<file path="src/rtl/rsg_pkg.sv">
package rsg_pkg;
  localparam int unsigned NUM_REFS = 3;

  typedef enum logic [1:0] {
    REF_48K   = 2'd0,
    REF_44K1  = 2'd1,
    REF_RXCLK = 2'd2,
    REF_NONE  = 2'd3
  } ref_sel_e;
endpackage

</file>
<file path="src/rtl/rsg_ctrl_regs.sv">
module rsg_ctrl_regs #(
  parameter int unsigned CNT_W = 16,
  parameter int unsigned SEL_W = 2
) (
  input  logic               clk,
  input  logic               rst_n,
  input  logic               sel_we,
  input  logic               ratio_we,
  input  logic [2*CNT_W-1:0] wdata,
  output logic [SEL_W-1:0]   sel_q,
  output logic [CNT_W-1:0]   inc_q,
  output logic [CNT_W-1:0]   modctl_q,
  output logic               restart
);
  // either write restarts the accumulator phase
  assign restart = sel_we | ratio_we;

  always_ff @(posedge clk or negedge rst_n) begin
    if (!rst_n) begin
      sel_q    <= '0;
      inc_q    <= '0;
      modctl_q <= '0;
    end else begin
      if (sel_we)   sel_q <= wdata[SEL_W-1:0];
      if (ratio_we) begin
        inc_q    <= wdata[CNT_W-1:0];
        modctl_q <= wdata[2*CNT_W-1:CNT_W];
      end
    end
  end

  // select only moves on its own write
  p_sel_hold_r2: assert property (@(posedge clk) disable iff (!rst_n)
    !sel_we |=> $stable(sel_q));
  // ratio fields only move on their own write
  p_ratio_hold_r4: assert property (@(posedge clk) disable iff (!rst_n)
    !ratio_we |=> ($stable(inc_q) && $stable(modctl_q)));
endmodule

</file>
<file path="src/rtl/rsg_ref_mux.sv">
module rsg_ref_mux #(
  parameter int unsigned NUM_REFS = 3,
  parameter int unsigned SEL_W    = 2
) (
  input  logic                clk,
  input  logic                rst_n,
  input  logic [SEL_W-1:0]    sel,
  input  logic [NUM_REFS-1:0] refs,
  output logic                tick
);
  logic [NUM_REFS-1:0] hit;

  generate
    for (genvar g = 0; g < NUM_REFS; g++) begin : g_ref
      assign hit[g] = refs[g] && (sel == SEL_W'(g));
    end
  endgenerate

  assign tick = |hit;

  // a select value beyond the reference list yields no tick
  p_reserved_silent_r3: assert property (@(posedge clk) disable iff (!rst_n)
    (int'(sel) >= NUM_REFS) |-> !tick);
  // a tick only comes from the selected reference
  p_tick_sourced_r2: assert property (@(posedge clk) disable iff (!rst_n)
    tick |-> ((int'(sel) < NUM_REFS) && $onehot0(hit)));
endmodule

</file>
<file path="src/rtl/rsg_accum.sv">
module rsg_accum #(
  parameter int unsigned CNT_W = 16
) (
  input  logic             clk,
  input  logic             rst_n,
  input  logic             tick,
  input  logic             restart,
  input  logic [CNT_W-1:0] inc,
  input  logic [CNT_W-1:0] modctl,
  output logic             strobe
);
  localparam int unsigned SUM_W = CNT_W + 1;

  // modulus = inc - 1 - field, wrapped to CNT_W bits
  function automatic logic [CNT_W-1:0] decode_mod(input logic [CNT_W-1:0] i,
                                                  input logic [CNT_W-1:0] f);
    return i - CNT_W'(1) - f;
  endfunction

  function automatic logic ratio_ok(input logic [CNT_W-1:0] i,
                                    input logic [CNT_W-1:0] m);
    return (m != '0) && (m >= i);
  endfunction

  logic [CNT_W-1:0] acc_q;
  logic [CNT_W-1:0] modulus;
  logic             enabled;
  logic             step_ev;
  logic [SUM_W-1:0] sum;
  logic             wrap_ev;

  assign modulus = decode_mod(inc, modctl);
  assign enabled = ratio_ok(inc, modulus);
  assign step_ev = tick && enabled && !restart;
  assign sum     = {1'b0, acc_q} + {1'b0, inc};
  assign wrap_ev = step_ev && (sum >= {1'b0, modulus});

  always_ff @(posedge clk or negedge rst_n) begin
    if (!rst_n) begin
      acc_q  <= '0;
      strobe <= 1'b0;
    end else if (restart) begin
      acc_q  <= '0;
      strobe <= 1'b0;
    end else begin
      strobe <= wrap_ev;
      if (step_ev) begin
        acc_q <= wrap_ev ? CNT_W'(sum - {1'b0, modulus}) : CNT_W'(sum);
      end
    end
  end

  // an output strobe needs an accepted tick one cycle earlier
  p_strobe_after_tick_r5: assert property (@(posedge clk) disable iff (!rst_n)
    strobe |-> $past(step_ev));
  // the phase stays below the modulus while enabled
  p_acc_in_range_r5: assert property (@(posedge clk) disable iff (!rst_n)
    enabled |-> (acc_q < modulus));
  // a register write leaves a zero phase and no strobe
  p_restart_clears_r8: assert property (@(posedge clk) disable iff (!rst_n)
    restart |=> (acc_q == '0 && !strobe));
  // a disabled ratio gives no strobe
  p_disabled_silent_r7: assert property (@(posedge clk) disable iff (!rst_n)
    !enabled |=> !strobe);
endmodule

</file>
<file path="src/rtl/rate_strobe_gen.sv">
module rate_strobe_gen #(
  parameter int unsigned CNT_W    = 16,
  parameter int unsigned NUM_REFS = rsg_pkg::NUM_REFS
) (
  input  logic               clk,
  input  logic               rst_n,
  input  logic               cfg_sel_we,
  input  logic               cfg_ratio_we,
  input  logic [2*CNT_W-1:0] cfg_wdata,
  input  logic [NUM_REFS-1:0] ref_tick,
  output logic               rate_strobe
);
  localparam int unsigned SEL_W = $clog2(NUM_REFS + 1);

  logic [SEL_W-1:0] sel_q;
  logic [CNT_W-1:0] inc_q;
  logic [CNT_W-1:0] modctl_q;
  logic             restart;
  logic             sel_tick;

  rsg_ctrl_regs #(.CNT_W(CNT_W), .SEL_W(SEL_W)) u_regs (
    .clk      (clk),
    .rst_n    (rst_n),
    .sel_we   (cfg_sel_we),
    .ratio_we (cfg_ratio_we),
    .wdata    (cfg_wdata),
    .sel_q    (sel_q),
    .inc_q    (inc_q),
    .modctl_q (modctl_q),
    .restart  (restart)
  );

  rsg_ref_mux #(.NUM_REFS(NUM_REFS), .SEL_W(SEL_W)) u_mux (
    .clk   (clk),
    .rst_n (rst_n),
    .sel   (sel_q),
    .refs  (ref_tick),
    .tick  (sel_tick)
  );

  rsg_accum #(.CNT_W(CNT_W)) u_acc (
    .clk     (clk),
    .rst_n   (rst_n),
    .tick    (sel_tick),
    .restart (restart),
    .inc     (inc_q),
    .modctl  (modctl_q),
    .strobe  (rate_strobe)
  );

  // nothing comes out while the default configuration holds
  p_reset_quiet_r1: assert property (@(posedge clk) disable iff (!rst_n)
    (inc_q == '0) |=> !rate_strobe);
endmodule

</file>
<file path="config.mk">
export PLATFORM = sky130hd
export DESIGN_NAME = rate_strobe_gen
export DESIGN_NICKNAME = d
export VERILOG_FILES = /design/src/rtl/rsg_pkg.sv /design/src/rtl/rsg_ctrl_regs.sv /design/src/rtl/rsg_ref_mux.sv /design/src/rtl/rsg_accum.sv /design/src/rtl/rate_strobe_gen.sv
export SDC_FILE = /design/constraint.sdc
export NUM_CORES = 1
export LEC_CHECK = 0
export CAP_MARGIN = 15
export CORE_ASPECT_RATIO = 0.5
export CORE_MARGIN = 10
export CORE_UTILIZATION = 47
export CTS_CLUSTER_SIZE = 12
export DETAILED_ROUTE_END_ITERATION = 10
export GPL_TIMING_DRIVEN = 1
export PLACE_DENSITY = 0.67
export SYNTH_ARGS = -nofsm -noshare
export SYNTH_HDL_FRONTEND = slang
export SYNTH_HIERARCHICAL = 1
export SYNTH_SLANG_ARGS = --single-unit
</file>
<file path="constraint.sdc">
create_clock -name clk -period 4.5 [get_ports clk]
set_clock_uncertainty 0.15 [all_clocks]
set_input_delay 0.45 -clock clk [delete_from_list [all_inputs] [get_ports clk]]
set_output_delay 0.45 -clock clk [all_outputs]
set_load 0.01 [all_outputs]
</file>
==> metrics.csv, run 1 <==
stage,metric,value,unit
synthesis,Cells after Synth,520,
timing,relative slew slack,0.4221,
setup_path,R2R depth,21,
floorplanning,Starting Density,0.4839,
drt,Avg WL per Cell,17.52,um
clock_network,CTS tree,yes,
power,P_sw,1380,uW
placed_design,gpl congestion,0.8919,
finish,final instance area,0.005993,mm2
setup_path,number of stages on the worst setup path,21,
setup_path,CP Buf/Inv Count,3,
global_routing,antenna violations before repair,0,
power,part of the power in the clock network,0.127,
power,maximum vdd drop,231.1,uV
synthesis,Synth area leaders,"dfrtp_1 (26%), ha_1 (16%), mux2_4 (8.8%)",
placed_design,Placed Area,0.005532,mm2
drt,Via Count,4149,
synthesis,Yosys cell types,62,
synthesis,Synth Register Bits,51,
floorplanning,die width,165.5,um
floorplanning,IO Count,40,
setup_path,crit path max fanout,5,
global_routing,first-pass GRT wire length,19370,um
setup_path,Critical Path Start Type,flop,
setup_path,reg2reg end,u_acc/acc_q[1],
setup_path,critical path's largest stage delay,450,ps
timing,# setup viols final,0,
global_routing,vias in the first global route,3885,
setup_path,CP dominant cell by count,buf_4,
synthesis,Synth Flop Type,dfrtp_1,
synthesis,Post-synth EDFFs,0,
timing,Worst-Margin Slew,866.9,ps
power,switching share of power,0.4409,
synthesis,list of most frequent post-synthesis cells,"ha_1 (63), inv_1 (60), dfrtp_1 (51), nor2_1 (36), mux2_4 (29)",
synthesis,most common cell in the netlist,ha_1,
finish,# diodes,0,
power,Leak,0.002863,uW
finish,Non-Filler Instances,727,
power,total power,3131,uW
clock_network,clock sink total,51,
synthesis,syn avg cell area,9.567,um2
floorplanning,CORE AREA,0.01028,mm2
setup_path,CP Capture Type,flop,
power,PD cells,522.3,mW/mm2
finish,layout cells sized above 1,0.2147,
drt,drt first pass iters,5,
floorplanning,DIE AREA,0.01535,mm2
placed_design,total placed cells including tap cells,703,
setup_path,"delay-heaviest family, CP",compound AO/OA/AOI/OAI gates,
clock_network,CTS Buf Count,5,
clock_network,H-tree levels,2,
synthesis,post-synthesis async set-or-reset flop share,1.000,
setup_path,CP startpoint,u_regs/inc_q[0],
timing,setup TNS,0,ps
placed_design,DPL Wire Length,9176,um
power,Comb pwr share,0.696,
timing,FMAX,0.2269,GHz
setup_path,R2R setup slack,90,ps
timing,Max Slew Vio Count,0,
status,status,"complete, no violations",
placed_design,port bufs,39,
global_routing,Total GRT Usage,0.1537,
timing,period utilisation layout,0.9793,
power,sequential power share,0.176,
min_path,Hold Path Class,primary input to async pin,
power,internal power,1750,uW
global_routing,largest net degree at the start of global routing,52,
clock_network,"Hold-fix buffers, CTS",0,
run,max cap viols,0,
clock_network,clock tree buffer depth,2,
finish,FILL cells,903,
clock_network,"CTS clk-pin slew, worst paths",70,ps
setup_path,"Data required, critical path",4570,ps
synthesis,"Seq/Total Area, Yosys",0.2565,
setup_path,crit-path cells,ha_2 > inv_1 > fa_2 > nor2b_1 > o31ai_2 > a21boi_2 > o21ai_0 > nand2b_1 > a31oi_1 > xnor2_1 > ha_4 > and4_1 > a21oi_1 > o21ai_2 > nor4_2 > o22ai_2 > buf_4 > buf_4 > mux2i_1 > mux2_1 > nor2_1,
synthesis,"Net Count, Synth",625,
floorplanning,Row Count,26,
finish,final-stage net count,691,
setup_path,critical path class,flop to flop,
global_routing,grt total ovfl,0,
timing,endpoints failing hold,0,
setup_path,CP max-delay cell,dfrtp_2,
synthesis,YS warnings,6,
floorplanning,die height,92.75,um
drt,antenna violation net count after detailed routing,0,
drt,Vias/cell,5.707,
drt,Final Routed Wirelength,12740,um
setup_path,Setup crit end,u_acc/acc_q[1],
synthesis,Synth area leader,dfrtp_1,
clock_network,clock root buffer,clkbuf_16,
synthesis,share of the synthesized area in the top cell type,0.2565,
setup_path,RR Startpoint,u_regs/inc_q[0],
drt,Initial DRC Count,222,
synthesis,"Cell Area, Synth",0.004975,mm2
finish,Layout area overhead,20.47,%
clock_network,Worst-Skew Late Latency,300,ps
drt,DRC violations left,0,
timing,fin crit period,4407,ps
setup_path,CP Data Arrival Time,4480,ps
-- cell type report --
cell class / instances / area [um2] / area share
clock buffers: 6 / 128.9 / 0.02150
clock inverters: 2 / 16.27 / 0.002714
inverters: 60 / 225.2 / 0.03758
multi-input cells: 399 / 3542 / 0.5910
flip-flops and latches: 51 / 1280 / 0.2136
well taps: 140 / 175.2 / 0.02923
repair buffers: 69 / 625.6 / 0.1044
-- cell families after synthesis --
| logic type | synth area share |
|---|---|
| xor gates and xnor gates | 0.06866 |
| DFF | 0.2565 |
| muxes | 0.1313 |
| buffers and inverters | 0.06891 |
| adders and majority gates | 0.1705 |
| and+or+nand+nor | 0.1089 |
| AOI/OAI and AO/OA | 0.1952 |
-- metrics by stage --
step | util | setup WS [ps] | hold slack (ps)
2_1_floorplan | - | 384.6 | 4.409
3_3_place_gp | 0.5381 | 125.0 | 345.1
3_5_place_dp | 0.5381 | -46.70 | 343.8
4_1_cts | 0.5540 | 13.79 | 142.4
5_1_grt | 0.5830 | -115.4 | 173.9
6_report | 0.5830 | 93.19 | 122.1
-- flip-flops by register name, indices dropped and copies added (netlist names) --
signal and flops:
u_acc/acc_q 16, u_acc/strobe 1, u_regs/inc_q 16, u_regs/modctl_q 16
u_regs/sel_q 2
-- layout by cell type (no fill, tap or decap), types with 15 or more instances in the layout --
cell type	count
nand2_1	17
a21oi_1	23
dfrtp_1	48
mux2_4	29
inv_1	59
nor2_1	36
xnor2_1	22
a21o_1	17
a211oi_1	22
ha_1	56
buf_4	26
clkdlybuf4s50_1	37
mux2i_1	15
-- worst register-to-register path, cell delays in order, from the launching register on --
cell	delay [ps]
dfrtp_2	450
ha_2	210
inv_1	70
fa_2	210
nor2b_1	60
o31ai_2	320
a21boi_2	130
o21ai_0	240
nand2b_1	130
a31oi_1	220
xnor2_1	210
ha_4	270
and4_1	230
a21oi_1	170
o21ai_2	90
nor4_2	290
o22ai_2	120
buf_4	160
buf_4	130
mux2i_1	100
mux2_1	290
nor2_1	90
-- worst min-delay path by stage --
stage / cells past startpoint / slack (ps) / to / start
after global routing: 2 / 170 / u_regs/sel_q[1] / rst_n
after global placement: 1 / 350 / u_regs/modctl_q[11] / u_regs/modctl_q[11]
after detailed placement: 1 / 340 / u_regs/modctl_q[0] / u_regs/modctl_q[0]
final: 2 / 120 / u_regs/modctl_q[1] / rst_n
after floorplan: 0 / 4 / u_acc/acc_q[0] / rst_n
after CTS: 2 / 140 / u_regs/modctl_q[1] / rst_n
-- power by group through the flow --
stage / Sequential (uW) / Combinational, uW / Clock (uW)
floorplan: 539 / 1440 / 0
global placement: 558 / 1830 / 0
finish: 552 / 2180 / 399
detailed placement: 559 / 1850 / 0
CTS: 551 / 1900 / 412
global route: 558 / 2360 / 425
-- repair_timing --
item | 4_1_cts | 5_1_grt
gates cloned | 0 | 2
buffers inserted | 2 | 12
pin swaps | 1 | 18
setup endpoints to repair | 10 | 17
resized for setup | 1 | 40
-- per-layer routing --
metal / track usage / vias to the layer above / part of all wire
met2: 0.2231 / 129 / 0.41
li1: - / 2021 / -
met1: 0.2326 / 1988 / 0.52
met5: 0 / - / 0
met3: 0.02518 / 11 / 0.057
met4: 0.02762 / 0 / 0.0070
Power figures use the tool's default switching activity.
==> run 2, diff against run 1 <==
Settings changed: ABC_AREA set to 1, ABC_CLOCK_PERIOD_IN_PS set to 4500, PLACE_DENSITY 0.67 to 0.66.
==> metrics.csv, run 2 <==
stage,metric,value,unit,change
timing,period utilisation layout,0.9237,,was 0.9793
power,maximum vdd drop,202.9,uV,was 231.1 uV
synthesis,compound-cell area share of the yosys netlist,0.08711,,was 0.1952
placed_design,total placed cells including tap cells,1000,,was 703
placed_design,port bufs,39,,unchanged
timing,RSZ-0062 raised after global routing,no,,
finish,# diodes,0,,unchanged
drt,Initial DRC Count,408,,was 222
finish,"commonest non-fill, non-tap cell in the layout",nand2_1,,was inv_1
setup_path,Critical Path Start Type,flop,,unchanged
timing,relative slew slack,0.5549,,was 0.4221
placed_design,gpl congestion,0.9152,,was 0.8919
setup_path,"Data required, critical path",4560,ps,was 4570 ps
timing,# setup viols final,0,,unchanged
floorplanning,DIE AREA,0.01626,mm2,was 0.01535 mm2
floorplanning,Starting Density,0.4824,,was 0.4839
min_path,Hold Path Class,primary input to async pin,,unchanged
global_routing,largest net degree at the start of global routing,52,,unchanged
timing,FMAX,0.2406,GHz,was 0.2269 GHz
drt,Vias/cell,5.027,,was 5.707
power,PD cells,394.1,mW/mm2,was 522.3 mW/mm2
finish,"commonest cells after routing, fill and taps aside","nand2_1 (299), inv_1 (138), ha_1 (63)",,"was inv_1 (59), ha_1 (56), dfrtp_1 (48)"
clock_network,CTS tree,yes,,unchanged
synthesis,Post-synth EDFFs,0,,unchanged
finish,Layout area overhead,12.87,%,was 20.47%
finish,multi-input logic area,0.003408,mm2,was 0.003542 mm2
setup_path,CP Buf/Inv Count,3,,unchanged
finish,Non-Filler Instances,1009,,was 727
synthesis,Synth Flop Type,dfrtp_1,,unchanged
finish,biggest regs,"u_acc/acc_q x16, u_regs/inc_q x16, u_regs/modctl_q x16",,unchanged
synthesis,Adder-Cell Fraction of Synth Area,0.1592,,was 0.1705
setup_path,CP Data Arrival Time,4210,ps,was 4480 ps
floorplanning,die height,95.30,um,was 92.75 um
setup_path,CP max-delay cell,fa_1,,was dfrtp_2
clock_network,clock tree buffer depth,2,,unchanged
placed_design,pre-CTS setup slack,236.3,ps,was -46.70 ps
drt,Avg WL per Cell,13.70,um,was 17.52 um
floorplanning,Row Count,27,,was 26
timing,Worst-Margin Slew,667.6,ps,was 866.9 ps
clock_network,"Hold-fix buffers, CTS",0,,unchanged
global_routing,grt total ovfl,0,,unchanged
timing,Max Slew Vio Count,0,,unchanged
clock_network,CTS Buf Count,5,,unchanged
finish,Sequential cell area,0.001279,mm2,was 0.001280 mm2
synthesis,Synth Register Bits,51,,unchanged
finish,layout cells sized above 1,0.05208,,was 0.2147
drt,antenna violation net count after detailed routing,0,,unchanged
clock_network,"CTS clk-pin slew, worst paths",70,ps,about the same
timing,setup TNS,0,ps,unchanged
synthesis,YS warnings,6,,unchanged
synthesis,"Cell Area, Synth",0.005329,mm2,was 0.004975 mm2
setup_path,"delay-heaviest family, CP",simple AND/OR/NAND/NOR gates,,was compound AO/OA/AOI/OAI gates
floorplanning,die width,170.6,um,was 165.5 um
synthesis,list of most frequent post-synthesis cells,"nand2_1 (299), inv_1 (139), ha_1 (63), nor2_1 (57), dfrtp_1 (51)",,"was ha_1 (63), inv_1 (60), dfrtp_1 (51), nor2_1 (36), mux2_4 (29)"
clock_network,H-tree levels,2,,unchanged
drt,Via Count,5072,,was 4149
global_routing,antenna violations before repair,0,,unchanged
timing,min setup slack post-route,343.4,ps,was 93.19 ps
synthesis,"Seq/Total Area, Yosys",0.2395,,was 0.2565
setup_path,crit-path cells,inv_1 > ha_1 > fa_1 > nand3_1 > nand2_1 > nand2_1 > nand2_1 > nand2_1 > nand2_1 > nand2_1 > nand2_1 > ha_1 > nand2_1 > nor4_1 > nand3_1 > nand3_1 > nand2_1 > inv_1 > nand3_2 > inv_2 > nand2_1 > o21ai_0,,was ha_2 > inv_1 > fa_2 > nor2b_1 > o31ai_2 > a21boi_2 > o21ai_0 > nand2b_1 > a31oi_1 > xnor2_1 > ha_4 > and4_1 > a21oi_1 > o21ai_2 > nor4_2 > o22ai_2 > buf_4 > buf_4 > mux2i_1 > mux2_1 > nor2_1
clock_network,Worst-Skew Late Latency,300,ps,about the same
floorplanning,IO Count,40,,unchanged
setup_path,critical path class,flop to flop,,unchanged
synthesis,share of the synthesized area in the top cell type,0.2395,,was 0.2565
finish,final core utilization,0.5445,,was 0.5830
synthesis,Synth area leader,dfrtp_1,,unchanged
synthesis,Synth area leaders,"dfrtp_1 (24%), nand2_1 (21%), ha_1 (15%)",,"was dfrtp_1 (26%), ha_1 (16%), mux2_4 (8.8%)"
synthesis,post-synthesis async set-or-reset flop share,1.000,,unchanged
setup_path,CP Capture Type,flop,,unchanged
clock_network,clock root buffer,clkbuf_16,,unchanged
setup_path,CP dominant cell by count,nand2_1,,was buf_4
finish,FILL cells,1094,,was 903
synthesis,Cells after Synth,823,,was 520
clock_network,clock sink total,51,,unchanged
synthesis,Yosys cell types,40,,was 62
finish,final-stage net count,968,,was 691
global_routing,vias in the first global route,4656,,was 3885
power,Leak,0.003451,uW,was 0.002863 uW
placed_design,DPL Wire Length,11220,um,was 9176 um
power,total power,2371,uW,was 3131 uW
timing,endpoints failing hold,0,,unchanged
synthesis,XOR/XNOR Fraction of Synth Area,0.04766,,was 0.06866
global_routing,Total GRT Usage,0.1729,,was 0.1537
synthesis,most common cell in the netlist,nand2_1,,was ha_1
global_routing,first-pass GRT wire length,22720,um,was 19370 um
drt,Final Routed Wirelength,13830,um,was 12740 um
run,max cap viols,0,,unchanged
floorplanning,CORE AREA,0.01105,mm2,was 0.01028 mm2
drt,DRC violations left,0,,unchanged
status,status,"complete, no violations",,unchanged
setup_path,critical path's largest stage delay,470,ps,was 450 ps
synthesis,largest family of logic cells by synthesized area,simple AND/OR/NAND/NOR gates,,was compound AO/OA/AOI/OAI gates
synthesis,mux cell area share after synthesis,0,,was 0.1313
timing,fin crit period,4157,ps,was 4407 ps
synthesis,Synth Area in Simple Gates,0.3433,,was 0.1089
synthesis,"Net Count, Synth",928,,was 625
synthesis,syn avg cell area,6.475,um2,was 9.567 um2
drt,drt first pass iters,5,,unchanged
setup_path,crit path max fanout,9,,was 5
run 2: changes by cell type after synthesis, moves of 21 or more:
cell	before	now
mux2_4	29	0
a211oi_1	22	1
nor2_1	36	57
inv_1	60	139
nand2_1	18	299
nand3_1	8	46
run 2: what timing repair did:
action	in CTS	in global routing
resized for setup	0	7
buffers inserted	0	1
setup endpoints to repair	0	17
run 2: path summary, 6_finish.rpt:
check | start | to | slack (ps) | cells past startpoint
worst max-delay path | u_regs/modctl_q[0] | u_acc/acc_q[13] | 340 | 22
worst min-delay path | rst_n | u_regs/modctl_q[1] | 120 | 2
worst max register to register | u_regs/modctl_q[0] | u_acc/acc_q[13] | 340 | 22
worst min register to register | u_regs/modctl_q[12] | u_regs/modctl_q[12] | 330 | 2
max in group asynchronous | rst_n | u_regs/inc_q[0] | 3600 | 2
min in group clk | u_regs/modctl_q[12] | u_regs/modctl_q[12] | 330 | 2
run 2: cells by family (layout without fill, tap and decap cells):
group / after synthesis / in the layout
and+or+nand+nor: 443 / 443
buffers and inverters: 152 / 193
AOI/OAI and AO/OA: 82 / 82
adders and majority gates: 66 / 66
DFF: 51 / 51
xor gates and xnor gates: 29 / 29
run 2: metal layers:
layer | wire length, um | global-route usage | part of all wire | vias to the layer above
met3 | 793 | 0.02432 | 0.057 | 5
met4 | 64 | 0.02756 | 0.0046 | 0
li1 | - | - | - | 2644
met2 | 5396 | 0.2493 | 0.39 | 118
met5 | 0 | 0 | 0 | -
met1 | 7570 | 0.2666 | 0.55 | 2305
run 2: layout make-up:
| type | count | share of cell area |
|---|---|---|
| Clock buffer | 6 | 0.02309 |
| Inverter | 142 | 0.09049 |
| Timing Repair Buffer | 43 | 0.07115 |
| Sequential cell | 51 | 0.2126 |
| Clock inverter | 2 | 0.005825 |
| Multi-Input combinational cell | 620 | 0.5667 |
| Tap cell | 145 | 0.03016 |
run 2: through the flow:
| stage | cell area [um2] | hold slack [ps] |
|---|---|---|
| detailed placement | 5802 | 313.7 |
| finish | 6015 | 121.7 |
| global placement | 5802 | 307.0 |
| floorplan | 5329 | 4.409 |
| global route | 6015 | 184.3 |
| CTS | 5976 | 147.8 |
run 2: power breakdown:
| part | switching [uW] | total, uW | internal [uW] |
|---|---|---|---|
| logic | 857 | 1370 | 515 |
| registers | 43.5 | 541 | 497 |
| clock network | 181 | 459 | 277 |
| total | 1080 | 2370 | 1290 |
run 2: worst reg2reg max path: stages, from the launching register on:
cell and delay (ps):
dfrtp_1 380, inv_1 100, ha_1 260, fa_1 470
nand3_1 140, nand2_1 80, nand2_1 90, nand2_1 70
nand2_1 80, nand2_1 60, nand2_1 50, nand2_1 110
ha_1 310, nand2_1 70, nor4_1 460, nand3_1 140
nand3_1 110, nand2_1 50, inv_1 200, nand3_2 230
inv_2 220, nand2_1 70, o21ai_0 170
==> run 3, diff against run 2 <==
Settings changed: CORE_ASPECT_RATIO 0.5 to 0.8.
==> metrics.csv, run 3 (same netlist as run 2, synthesis figures left out) <==
stage,metric,value,unit,change
status,status,"complete, no violations",,unchanged
setup_path,Critical Path Start Type,flop,,unchanged
floorplanning,CORE AREA,0.01098,mm2,was 0.01105 mm2
global_routing,first-pass GRT wire length,23410,um,was 22720 um
placed_design,total placed cells including tap cells,999,,was 1000
clock_network,clock root buffer,clkbuf_16,,unchanged
finish,# diodes,0,,unchanged
power,switching share of power,0.4487,,was 0.4562
global_routing,grt total ovfl,0,,unchanged
power,internal power,1315,uW,was 1289 uW
timing,RSZ-0062 raised after global routing,no,,unchanged
global_routing,Total GRT Usage,0.1720,,was 0.1729
floorplanning,IO Count,40,,unchanged
timing,relative slew slack,0.5471,,was 0.5549
setup_path,crit path max fanout,10,,was 9
timing,fin crit period,4072,ps,was 4157 ps
floorplanning,Starting Density,0.4855,,was 0.4824
clock_network,CTS Buf Count,5,,unchanged
min_path,Hold Path Class,primary input to async pin,,unchanged
setup_path,crit-path cells,ha_1 > inv_1 > fa_1 > o21ai_2 > nand2_1 > nand2_1 > inv_1 > o21ai_0 > xor2_1 > inv_1 > ha_1 > nand2_1 > o21ai_1 > a31oi_1 > o21ai_1 > nand2_1 > nand2_2 > buf_6 > nand4_4 > nand2_1 > nand2_1 > nand2_1,,was inv_1 > ha_1 > fa_1 > nand3_1 > nand2_1 > nand2_1 > nand2_1 > nand2_1 > nand2_1 > nand2_1 > nand2_1 > ha_1 > nand2_1 > nor4_1 > nand3_1 > nand3_1 > nand2_1 > inv_1 > nand3_2 > inv_2 > nand2_1 > o21ai_0
power,PD cells,394.9,mW/mm2,was 394.1 mW/mm2
drt,Avg WL per Cell,13.42,um,was 13.70 um
clock_network,clock sink total,51,,unchanged
power,Comb pwr share,0.565,,was 0.579
setup_path,critical path's largest stage delay,440,ps,was 470 ps
global_routing,vias in the first global route,4886,,was 4656
finish,biggest regs,"u_acc/acc_q x16, u_regs/inc_q x16, u_regs/modctl_q x16",,unchanged
finish,final core utilization,0.5503,,was 0.5445
timing,endpoints failing hold,0,,unchanged
setup_path,"delay-heaviest family, CP",simple AND/OR/NAND/NOR gates,,unchanged
clock_network,Worst-Skew Late Latency,300,ps,about the same
setup_path,"Data required, critical path",4580,ps,was 4560 ps
drt,drt first pass iters,5,,unchanged
global_routing,antenna violations before repair,0,,unchanged
clock_network,CTS tree,yes,,unchanged
finish,"commonest non-fill, non-tap cell in the layout",nand2_1,,unchanged
floorplanning,die height,115.2,um,was 95.30 um
setup_path,CP startpoint,u_regs/inc_q[0],,was u_regs/modctl_q[0]
timing,min setup slack post-route,427.7,ps,was 343.4 ps
timing,FMAX,0.2456,GHz,was 0.2406 GHz
floorplanning,Row Count,34,,was 27
finish,layout cells sized above 1,0.05434,,was 0.05208
drt,DRC violations left,0,,unchanged
timing,Max Slew Vio Count,0,,unchanged
power,Leak,0.003453,uW,was 0.003451 uW
drt,antenna violation net count after detailed routing,0,,unchanged
placed_design,pre-CTS setup slack,184.5,ps,was 236.3 ps
timing,Worst-Margin Slew,679.3,ps,was 667.6 ps
setup_path,CP Capture Type,flop,,unchanged
setup_path,critical path class,flop to flop,,unchanged
setup_path,CP max-delay cell,dfrtp_1,,was fa_1
global_routing,largest net degree at the start of global routing,52,,unchanged
finish,final-stage net count,969,,was 968
drt,Via Count,5007,,was 5072
drt,Final Routed Wirelength,13550,um,was 13830 um
setup_path,CP Buf/Inv Count,4,,was 3
setup_path,RR Startpoint,u_regs/inc_q[0],,was u_regs/modctl_q[0]
placed_design,DPL Wire Length,11110,um,was 11220 um
finish,Layout area overhead,13.34,%,was 12.87%
clock_network,clock tree buffer depth,2,,unchanged
finish,final instance area,0.006040,mm2,was 0.006015 mm2
timing,period utilisation layout,0.9050,,was 0.9237
drt,Initial DRC Count,340,,was 408
power,P_sw,1070,uW,was 1082 uW
clock_network,"CTS clk-pin slew, worst paths",70,ps,about the same
placed_design,gpl congestion,0.8924,,was 0.9152
timing,# setup viols final,0,,unchanged
placed_design,Placed Area,0.005801,mm2,was 0.005802 mm2
run,max cap viols,0,,unchanged
floorplanning,DIE AREA,0.01602,mm2,was 0.01626 mm2
setup_path,CP dominant cell by count,nand2_1,,unchanged
drt,Vias/cell,4.962,,was 5.027
floorplanning,die width,139.1,um,was 170.6 um
power,maximum vdd drop,138.2,uV,was 202.9 uV
placed_design,port bufs,39,,unchanged
setup_path,CP Data Arrival Time,4150,ps,was 4210 ps
power,sequential power share,0.224,,was 0.228
power,part of the power in the clock network,0.211,,was 0.193
finish,"commonest cells after routing, fill and taps aside","nand2_1 (298), inv_1 (138), ha_1 (63)",,"was nand2_1 (299), inv_1 (138), ha_1 (63)"
clock_network,H-tree levels,2,,unchanged
finish,Non-Filler Instances,1009,,unchanged
timing,setup TNS,0,ps,unchanged
run 3: cell types whose count changed in the layout (fill, tap and decap cells not counted), sizes merged:
cell	before	now
clkinv	1	0
clkinvlp	1	3
clkbuf	6	5
bufinv	1	2
run 3: path summary, 6_finish.rpt:
| path | cells past startpoint | end | slack (ps) |
|---|---|---|---|
| max | 22 | u_acc/acc_q[8] | 430 |
| min | 2 | u_regs/modctl_q[0] | 120 |
| max reg2reg | 22 | u_acc/acc_q[8] | 430 |
| min reg2reg | 2 | u_regs/modctl_q[12] | 330 |
| max in group asynchronous | 2 | u_acc/acc_q[11] | 3620 |
| min in group clk | 2 | u_regs/modctl_q[12] | 330 |
run 3: metrics by stage:
stage                     total power [uW]  hold WS [ps]
after global placement                1821         309.0
after floorplan                       1533         4.409
after detailed placement              1839         314.8
final                                 2385         119.8
after CTS                             2356         156.4
after global routing                  2621         184.6
run 3: power by group through the flow:
| stage | clock [uW] | combinational [uW] | sequential (uW) |
|---|---|---|---|
| final | 503 | 1350 | 534 |
| after global routing | 535 | 1540 | 541 |
| after CTS | 515 | 1310 | 535 |
| after floorplan | 0 | 1000 | 530 |
| after global placement | 0 | 1280 | 543 |
| after detailed placement | 0 | 1290 | 544 |
run 3: layout make-up:
cell class	count	area (um2)
tap	144	180.2
sequential	51	1276
multi-input combinational	620	3420
clock inverter	3	67.56
fill	1101	4936
clock buffer	5	125.1
inverter	142	544.3
timing repair buffer	43	419.2
timing repair inverter	1	7.507
run 3: what timing repair did:
item / CTS / global route
endpoints found under the hold margin: 0 / 0
hold buffers: 0 / 0
setup buffers: 0 / 1
endpoints found under the setup margin: 0 / 17
gates resized for setup: 0 / 11
run 3: per-layer routing:
metal	track usage	wire, um	share of wire
met5	0	0	0
met2	0.2832	5881	0.43
met1	0.2301	6946	0.51
met4	0.04094	153	0.011
met3	0.03049	565	0.042
